--- src/rtl/ccg_pkg.sv ---
package ccg_pkg;

  typedef enum logic [1:0] {
    SRC_LOW  = 2'd0,
    SRC_HIGH = 2'd1,
    SRC_EXT  = 2'd2,
    SRC_RSVD = 2'd3
  } src_sel_e;

  typedef struct packed {
    src_sel_e src;
    logic     half;
    logic     wide;
  } ccg_cfg_t;

  // Reserved code falls back to the low standard source.
  function automatic int unsigned pick_divisor(src_sel_e s, int unsigned a,
                                               int unsigned b, int unsigned x);
    case (s)
      SRC_HIGH: return b;
      SRC_EXT:  return x;
      default:  return a;
    endcase
  endfunction

endpackage

--- src/rtl/ccg_cfg_latch.sv ---
module ccg_cfg_latch
  import ccg_pkg::*;
(
  input  logic     clk_i,
  input  logic     rst_i,
  input  logic     char_en_i,
  input  ccg_cfg_t cfg_i,
  output ccg_cfg_t cfg_o
);

  ccg_cfg_t cfg_q;

  always_ff @(posedge clk_i) begin
    if (rst_i || char_en_i) cfg_q <= cfg_i;
  end

  assign cfg_o = cfg_q;

  // the active configuration only moves at a character boundary
  assert_cfg_hold_R9: assert property (@(posedge clk_i) disable iff (rst_i)
    !char_en_i |=> $stable(cfg_q));

endmodule

--- src/rtl/ccg_rate_div.sv ---
module ccg_rate_div
  import ccg_pkg::*;
#(
  parameter int unsigned SRC_A_DIV = 4,
  parameter int unsigned SRC_B_DIV = 3,
  parameter int unsigned SRC_X_DIV = 5,
  parameter int unsigned CNT_W     = 8
) (
  input  logic     clk_i,
  input  logic     rst_i,
  input  src_sel_e src_i,
  input  logic     half_i,
  output logic     dot_en_o
);

  logic [CNT_W-1:0] div_q;
  logic [CNT_W-1:0] limit;
  logic             phase_q;
  logic             tick;
  int unsigned      div_n;

  always_comb begin
    div_n = pick_divisor(src_i, SRC_A_DIV, SRC_B_DIV, SRC_X_DIV);
    limit = CNT_W'(div_n - 1);
  end

  assign tick = (div_q == limit);

  always_ff @(posedge clk_i) begin
    if (rst_i) begin
      div_q   <= '0;
      phase_q <= 1'b0;
    end else if (tick) begin
      div_q   <= '0;
      phase_q <= half_i ? ~phase_q : 1'b0;
    end else begin
      div_q <= div_q + 1'b1;
    end
  end

  assign dot_en_o = tick & (~half_i | phase_q);

  // the rate counter never runs past the selected divisor
  assert_div_range_R1: assert property (@(posedge clk_i) disable iff (rst_i)
    div_q <= limit);

  // with halving off the phase bit stays clear
  assert_phase_idle_R5: assert property (@(posedge clk_i) disable iff (rst_i)
    !half_i |-> !phase_q);

endmodule

--- src/rtl/ccg_dot_count.sv ---
module ccg_dot_count #(
  parameter int unsigned IDX_W = 4
) (
  input  logic             clk_i,
  input  logic             rst_i,
  input  logic             dot_en_i,
  input  logic             wide_i,
  output logic [IDX_W-1:0] idx_o,
  output logic             char_en_o
);

  localparam logic [IDX_W-1:0] LAST_NARROW = IDX_W'(7);
  localparam logic [IDX_W-1:0] LAST_WIDE   = IDX_W'(8);

  logic [IDX_W-1:0] idx_q;
  logic [IDX_W-1:0] last;

  assign last      = wide_i ? LAST_WIDE : LAST_NARROW;
  assign char_en_o = dot_en_i & (idx_q == last);

  always_ff @(posedge clk_i) begin
    if (rst_i)          idx_q <= '0;
    else if (char_en_o) idx_q <= '0;
    else if (dot_en_i)  idx_q <= idx_q + 1'b1;
  end

  assign idx_o = idx_q;

  // index never leaves the range of the active width
  assert_idx_range_R6: assert property (@(posedge clk_i) disable iff (rst_i)
    idx_q <= last);

  // a character boundary returns the index to zero
  assert_wrap_zero_R8: assert property (@(posedge clk_i) disable iff (rst_i)
    char_en_o |=> idx_q == '0);

  // without a dot the index holds
  assert_idx_hold_R6: assert property (@(posedge clk_i) disable iff (rst_i)
    !dot_en_i |=> $stable(idx_q));

endmodule

--- src/rtl/char_clk_gen.sv ---
module char_clk_gen
  import ccg_pkg::*;
#(
  parameter int unsigned SRC_A_DIV = 4,
  parameter int unsigned SRC_B_DIV = 3,
  parameter int unsigned SRC_X_DIV = 5,
  parameter int unsigned IDX_W     = 4
) (
  input  logic             clk_i,
  input  logic             rst_i,
  input  logic [1:0]       sel_i,
  input  logic             half_rate_i,
  input  logic             wide_i,
  output logic             dot_en_o,
  output logic             char_en_o,
  output logic [IDX_W-1:0] dot_idx_o
);

  localparam int unsigned MAX_AB  = (SRC_A_DIV > SRC_B_DIV) ? SRC_A_DIV : SRC_B_DIV;
  localparam int unsigned MAX_DIV = (MAX_AB > SRC_X_DIV) ? MAX_AB : SRC_X_DIV;
  localparam int unsigned CNT_W   = (MAX_DIV < 2) ? 1 : $clog2(MAX_DIV);

  ccg_cfg_t cfg_in, cfg_act;
  logic     dot_raw, dot_en, char_raw, char_en;

  assign cfg_in = '{src: src_sel_e'(sel_i), half: half_rate_i, wide: wide_i};

  ccg_cfg_latch u_cfg (
    .clk_i     (clk_i),
    .rst_i     (rst_i),
    .char_en_i (char_en),
    .cfg_i     (cfg_in),
    .cfg_o     (cfg_act)
  );

  ccg_rate_div #(
    .SRC_A_DIV (SRC_A_DIV),
    .SRC_B_DIV (SRC_B_DIV),
    .SRC_X_DIV (SRC_X_DIV),
    .CNT_W     (CNT_W)
  ) u_rate (
    .clk_i    (clk_i),
    .rst_i    (rst_i),
    .src_i    (cfg_act.src),
    .half_i   (cfg_act.half),
    .dot_en_o (dot_raw)
  );

  assign dot_en = dot_raw & ~rst_i;

  ccg_dot_count #(.IDX_W(IDX_W)) u_cnt (
    .clk_i     (clk_i),
    .rst_i     (rst_i),
    .dot_en_i  (dot_en),
    .wide_i    (cfg_act.wide),
    .idx_o     (dot_idx_o),
    .char_en_o (char_raw)
  );

  assign char_en   = char_raw & ~rst_i;
  assign dot_en_o  = dot_en;
  assign char_en_o = char_en;

  // a character strobe always rides on a dot strobe
  assert_char_on_dot_R8: assert property (@(posedge clk_i) disable iff (rst_i)
    char_en_o |-> dot_en_o);

  // character strobe lasts a single cycle
  assert_char_single_R8: assert property (@(posedge clk_i) disable iff (rst_i)
    char_en_o |=> !char_en_o);

  // reset silences both strobes
  always_comb begin
    if (rst_i) begin
      assert_reset_quiet_R10: assert (!dot_en_o && !char_en_o);
    end
  end

endmodule

--- config.mk ---
export PLATFORM = sky130hd
export DESIGN_NAME = char_clk_gen
export DESIGN_NICKNAME = d
export VERILOG_FILES = /design/src/rtl/ccg_pkg.sv /design/src/rtl/ccg_cfg_latch.sv /design/src/rtl/ccg_rate_div.sv /design/src/rtl/ccg_dot_count.sv /design/src/rtl/char_clk_gen.sv
export SDC_FILE = /design/constraint.sdc
export NUM_CORES = 1
export LEC_CHECK = 0
export BUFFER_PORTS_ARGS = -buffer_cell sky130_fd_sc_hd__buf_2
export CAP_MARGIN = 20
export CORE_AREA = 2 2 39 41
export CTS_BUF_LIST = sky130_fd_sc_hd__clkbuf_8 sky130_fd_sc_hd__clkbuf_16
export DETAILED_ROUTE_END_ITERATION = 8
export DIE_AREA = 0 0 41 43
export GPL_TIMING_DRIVEN = 1
export HOLD_SLACK_MARGIN = 0.02
export PLACE_DENSITY = 0.6
export REMOVE_ABC_BUFFERS = 1
export SYNTH_ARGS = -nofsm -noshare
export SYNTH_HDL_FRONTEND = slang
export SYNTH_SLANG_ARGS = --single-unit
--- constraint.sdc ---
create_clock -name clk_i -period 2.5 [get_ports clk_i]
set_clock_uncertainty 0.05 [all_clocks]
set_input_delay 0.25 -clock clk_i [delete_from_list [all_inputs] [get_ports clk_i]]
set_output_delay 0.25 -clock clk_i [all_outputs]
set_load 0.02 [all_outputs]
==> results_dict.tcl <==
set metrics [dict create \
    initial_core_util_pct 40.6 \
    htreeDepth 1 \
    synthesis.area_um2 562 \
    start_kind "register" \
    instances_no_fill 82 \
    vias 423 \
    pin_count_of_the_biggest_net_entering_global_routing 12 \
    via_per_inst 5.16 \
    pwr-share-seq_pct 47.9 \
    root_buffer "clkbuf_8" \
    run_status "completed" \
    slowest_stage "or4_4" \
    final.setup.tns_ns 0 \
    first_pass_grt_wire_length_mm 1.61 \
    ff2ff_setup_slack_ns 0.33 \
    comb_power_share_pct 15.2 \
    synth.avg_cell_area_um2 10.6 \
    power_per_cell_area_mw_per_mm2 727 \
    synth_cell_type_count 26 \
    path_type_of_the_worst_setup_path "register to output pin" \
    finalHoldViolations 0 \
    maxCapViolCount 0 \
    synth-seq-cells 12 \
    portBuffers 11 \
    detail-route-antenna-nets 0 \
    netSwitchingPower_uw 130 \
    cts-buffers-inserted 3 \
    post_cts_hold_buffer_count 0 \
    design_area_um2 677 \
    count_of_mapped_cells_out_of_synthesis 53 \
    slew-limit-headroom_pct 58.3 \
    drc 0 \
    place_congestion 0.728 \
    slowest_delay_ns 0.59 \
    track_usage_pct 14.8 \
    final_core_utilization_pct 48.9 \
    placeableCoreArea_mm2 0.00138 \
    critical_path_arrival_ns 2.06 \
    height_of_the_die_um 43 \
    tightest_slew_ns 0.620 \
    max-clock-path-buffers 2 \
    synth_seq_area_share_pct 49.9 \
    critical_path_fanout_max 7 \
    clock_latency_ns 0.25 \
    clk_transition_reported_paths_ns 0.05 \
    share_of_post_route_cells_with_drive_strength_above_1_pct 22.7 \
    tritoncts "built" \
    dp.cells 78 \
    power_frac_clock_pct 36.8 \
    post_drt_wl_per_cell_um 11.4 \
    intPower_uw 362 \
    timing.final.max_slew_violations 0 \
    p_sw_share_pct 26.5 \
    min-delay-path-class "input pin to register" \
    placement_rows 14 \
    critical_path.endpoint_type "output pin" \
    irDropWorstVdd_mv 0.348 \
    setup_viol_count_final 0 \
    static-leakage-power_nw 0.285 \
    worstPathBufferInverterCount 1 \
    post_cts_resized 0 \
    required_ns 2.20 \
    critical_path.top_delay_family "simple AND/OR/NAND/NOR gates" \
    min_period_ns 2.36 \
    area_growth_syn_to_layout_pct 20.5 \
    antenna_found_initial 0 \
    rsz0062_at_grt "false" \
    post_cts.repair.setup_buffers 0 \
    dpl_cell_area_um2 628 \
    final_min_period_over_clock_period_pct 94.3 \
    boundaryPins 12 \
    detailed_place_hpwl_um 686 \
    die_area_mm2 0.00176 \
    postRouteWirelength_um 937 \
    n_antenna_cell 0 \
    cts_sinks 12 \
    firstDrtPassIters 4 \
    path_cells "ha_1 > xor2_1 > or4_4 > nor3_1 > buf_2" \
    num-nets-final 77 \
    initialDrtViolationCount 1 \
    first_global_vias 363 \
    grt_remaining_overflow 0 \
    die_width_um 41 \
    fmaxAchievable_mhz 424 \
    yosys_warnings 0 \
]
through the flow:
| step | hold WS [ns] | total power, mW | setup slack (ns) |
|---|---|---|---|
| floorplan | 0.269 | 0.290 | 0.228 |
| global placement | 0.377 | 0.312 | 0.267 |
| detailed placement | 0.378 | 0.312 | 0.229 |
| CTS | 0.122 | 0.498 | 0.0355 |
| global route | 0.120 | 0.525 | 0.0377 |
| finish | 0.126 | 0.492 | 0.143 |
cells in the mapped netlist (all sizes together):
cell type / n / area (um^2)
o21ai: 1 / 5.00
a31oi: 1 / 6.26
a21oi: 4 / 20.0
nand3b: 2 / 15.0
nor4b: 1 / 8.76
mux2i: 2 / 20.0
ha: 4 / 50.1
and4b: 1 / 10.0
nand2: 3 / 11.3
nor4: 1 / 6.26
nor2: 2 / 7.51
and3: 1 / 6.26
or4: 1 / 7.51
nand3: 2 / 10.0
nor3: 4 / 20.0
o21bai: 1 / 7.51
xor2: 2 / 17.5
clkbuf: 2 / 8.75
edfxtp: 4 / 120
dfxtp: 8 / 160
xnor2: 2 / 17.5
inv: 1 / 3.75
nor2b: 1 / 6.26
nor3b: 1 / 7.51
nand4b: 1 / 8.76
layer usage:
layer / track usage (%) / vias up / wire [um]
met1: 19.2 / 186 / 444
met5: 0 / - / 0
met4: 14.0 / 0 / 42
met3: 5.24 / 5 / 50
met2: 17.8 / 10 / 400
li1: - / 222 / -
state kept, by name (all words and copies together), names as in the netlist:
signal          flops
u_rate.div_q        3
u_cnt.idx_o         4
u_cfg.cfg_o         4
u_rate.phase_q      1
worst register-to-register path, delay by kind of cell (launching register included):
| family | cells | cell delay, ns |
|---|---|---|
| adder cells (fa/ha/maj) | 1 | 0.30 |
| AO/OA/AOI/OAI | 1 | 0.33 |
| AND/OR/NAND/NOR | 1 | 0.59 |
| XOR/XNOR | 1 | 0.17 |
| flip-flops | 1 | 0.39 |
power by group through the flow:
| stage | clock network [mW] | logic, mW | registers, mW |
|---|---|---|---|
| 4_1_cts | 0.189 | 0.0740 | 0.236 |
| 2_1_floorplan | 0 | 0.0491 | 0.241 |
| 3_5_place_dp | 0 | 0.0721 | 0.240 |
| 3_3_place_gp | 0 | 0.0720 | 0.240 |
| 6_report | 0.181 | 0.0750 | 0.236 |
| 5_1_grt | 0.198 | 0.0881 | 0.238 |
cells by family after synthesis:
family	after synthesis	share of synthesized area (%)
buf+inv	3	2.23
simple gates	21	22.3
fa+ha+maj	4	8.91
mux	2	3.56
flops	12	49.9
compound gates	7	6.90
xor+xnor	4	6.24
layout make-up:
| type | count | area [um^2] |
|---|---|---|
| fillers | 136 | 707 |
| flip-flops and latches | 12 | 280 |
| multi-input cells | 38 | 273 |
| repair buffers | 11 | 55.1 |
| clock buffers | 3 | 41.3 |
| well taps | 16 | 20.0 |
| clock inverters | 1 | 3.75 |
| inverters | 1 | 3.75 |
final timing paths:
| kind | from | end | cells past startpoint |
|---|---|---|---|
| min reg2reg | u_rate.div_q[0] | u_rate.div_q[0] | 1 |
| max | u_cfg.cfg_o[3] | char_en_o | 5 |
| max reg2reg | u_cfg.cfg_o[3] | u_cfg.cfg_o[2] | 4 |
| min | wide_i | u_cfg.cfg_o[0] | 1 |
cell usage in the layout (no fill, tap or decap), types with 2 or more instances in the layout:
| cell | synthesis | layout |
|---|---|---|
| clkbuf_8 | 0 | 3 |
| mux2i_1 | 2 | 2 |
| a21oi_1 | 4 | 4 |
| xnor2_1 | 2 | 2 |
| nor3_1 | 4 | 4 |
| ha_1 | 4 | 4 |
| xor2_1 | 2 | 2 |
| nand3_1 | 2 | 2 |
| dfxtp_1 | 8 | 8 |
| nand3b_1 | 2 | 2 |
| edfxtp_1 | 4 | 4 |
| nor2_1 | 2 | 2 |
| nand2_1 | 3 | 3 |
| buf_2 | 0 | 11 |
No activity file was read; power rests on OpenSTA's default activity.
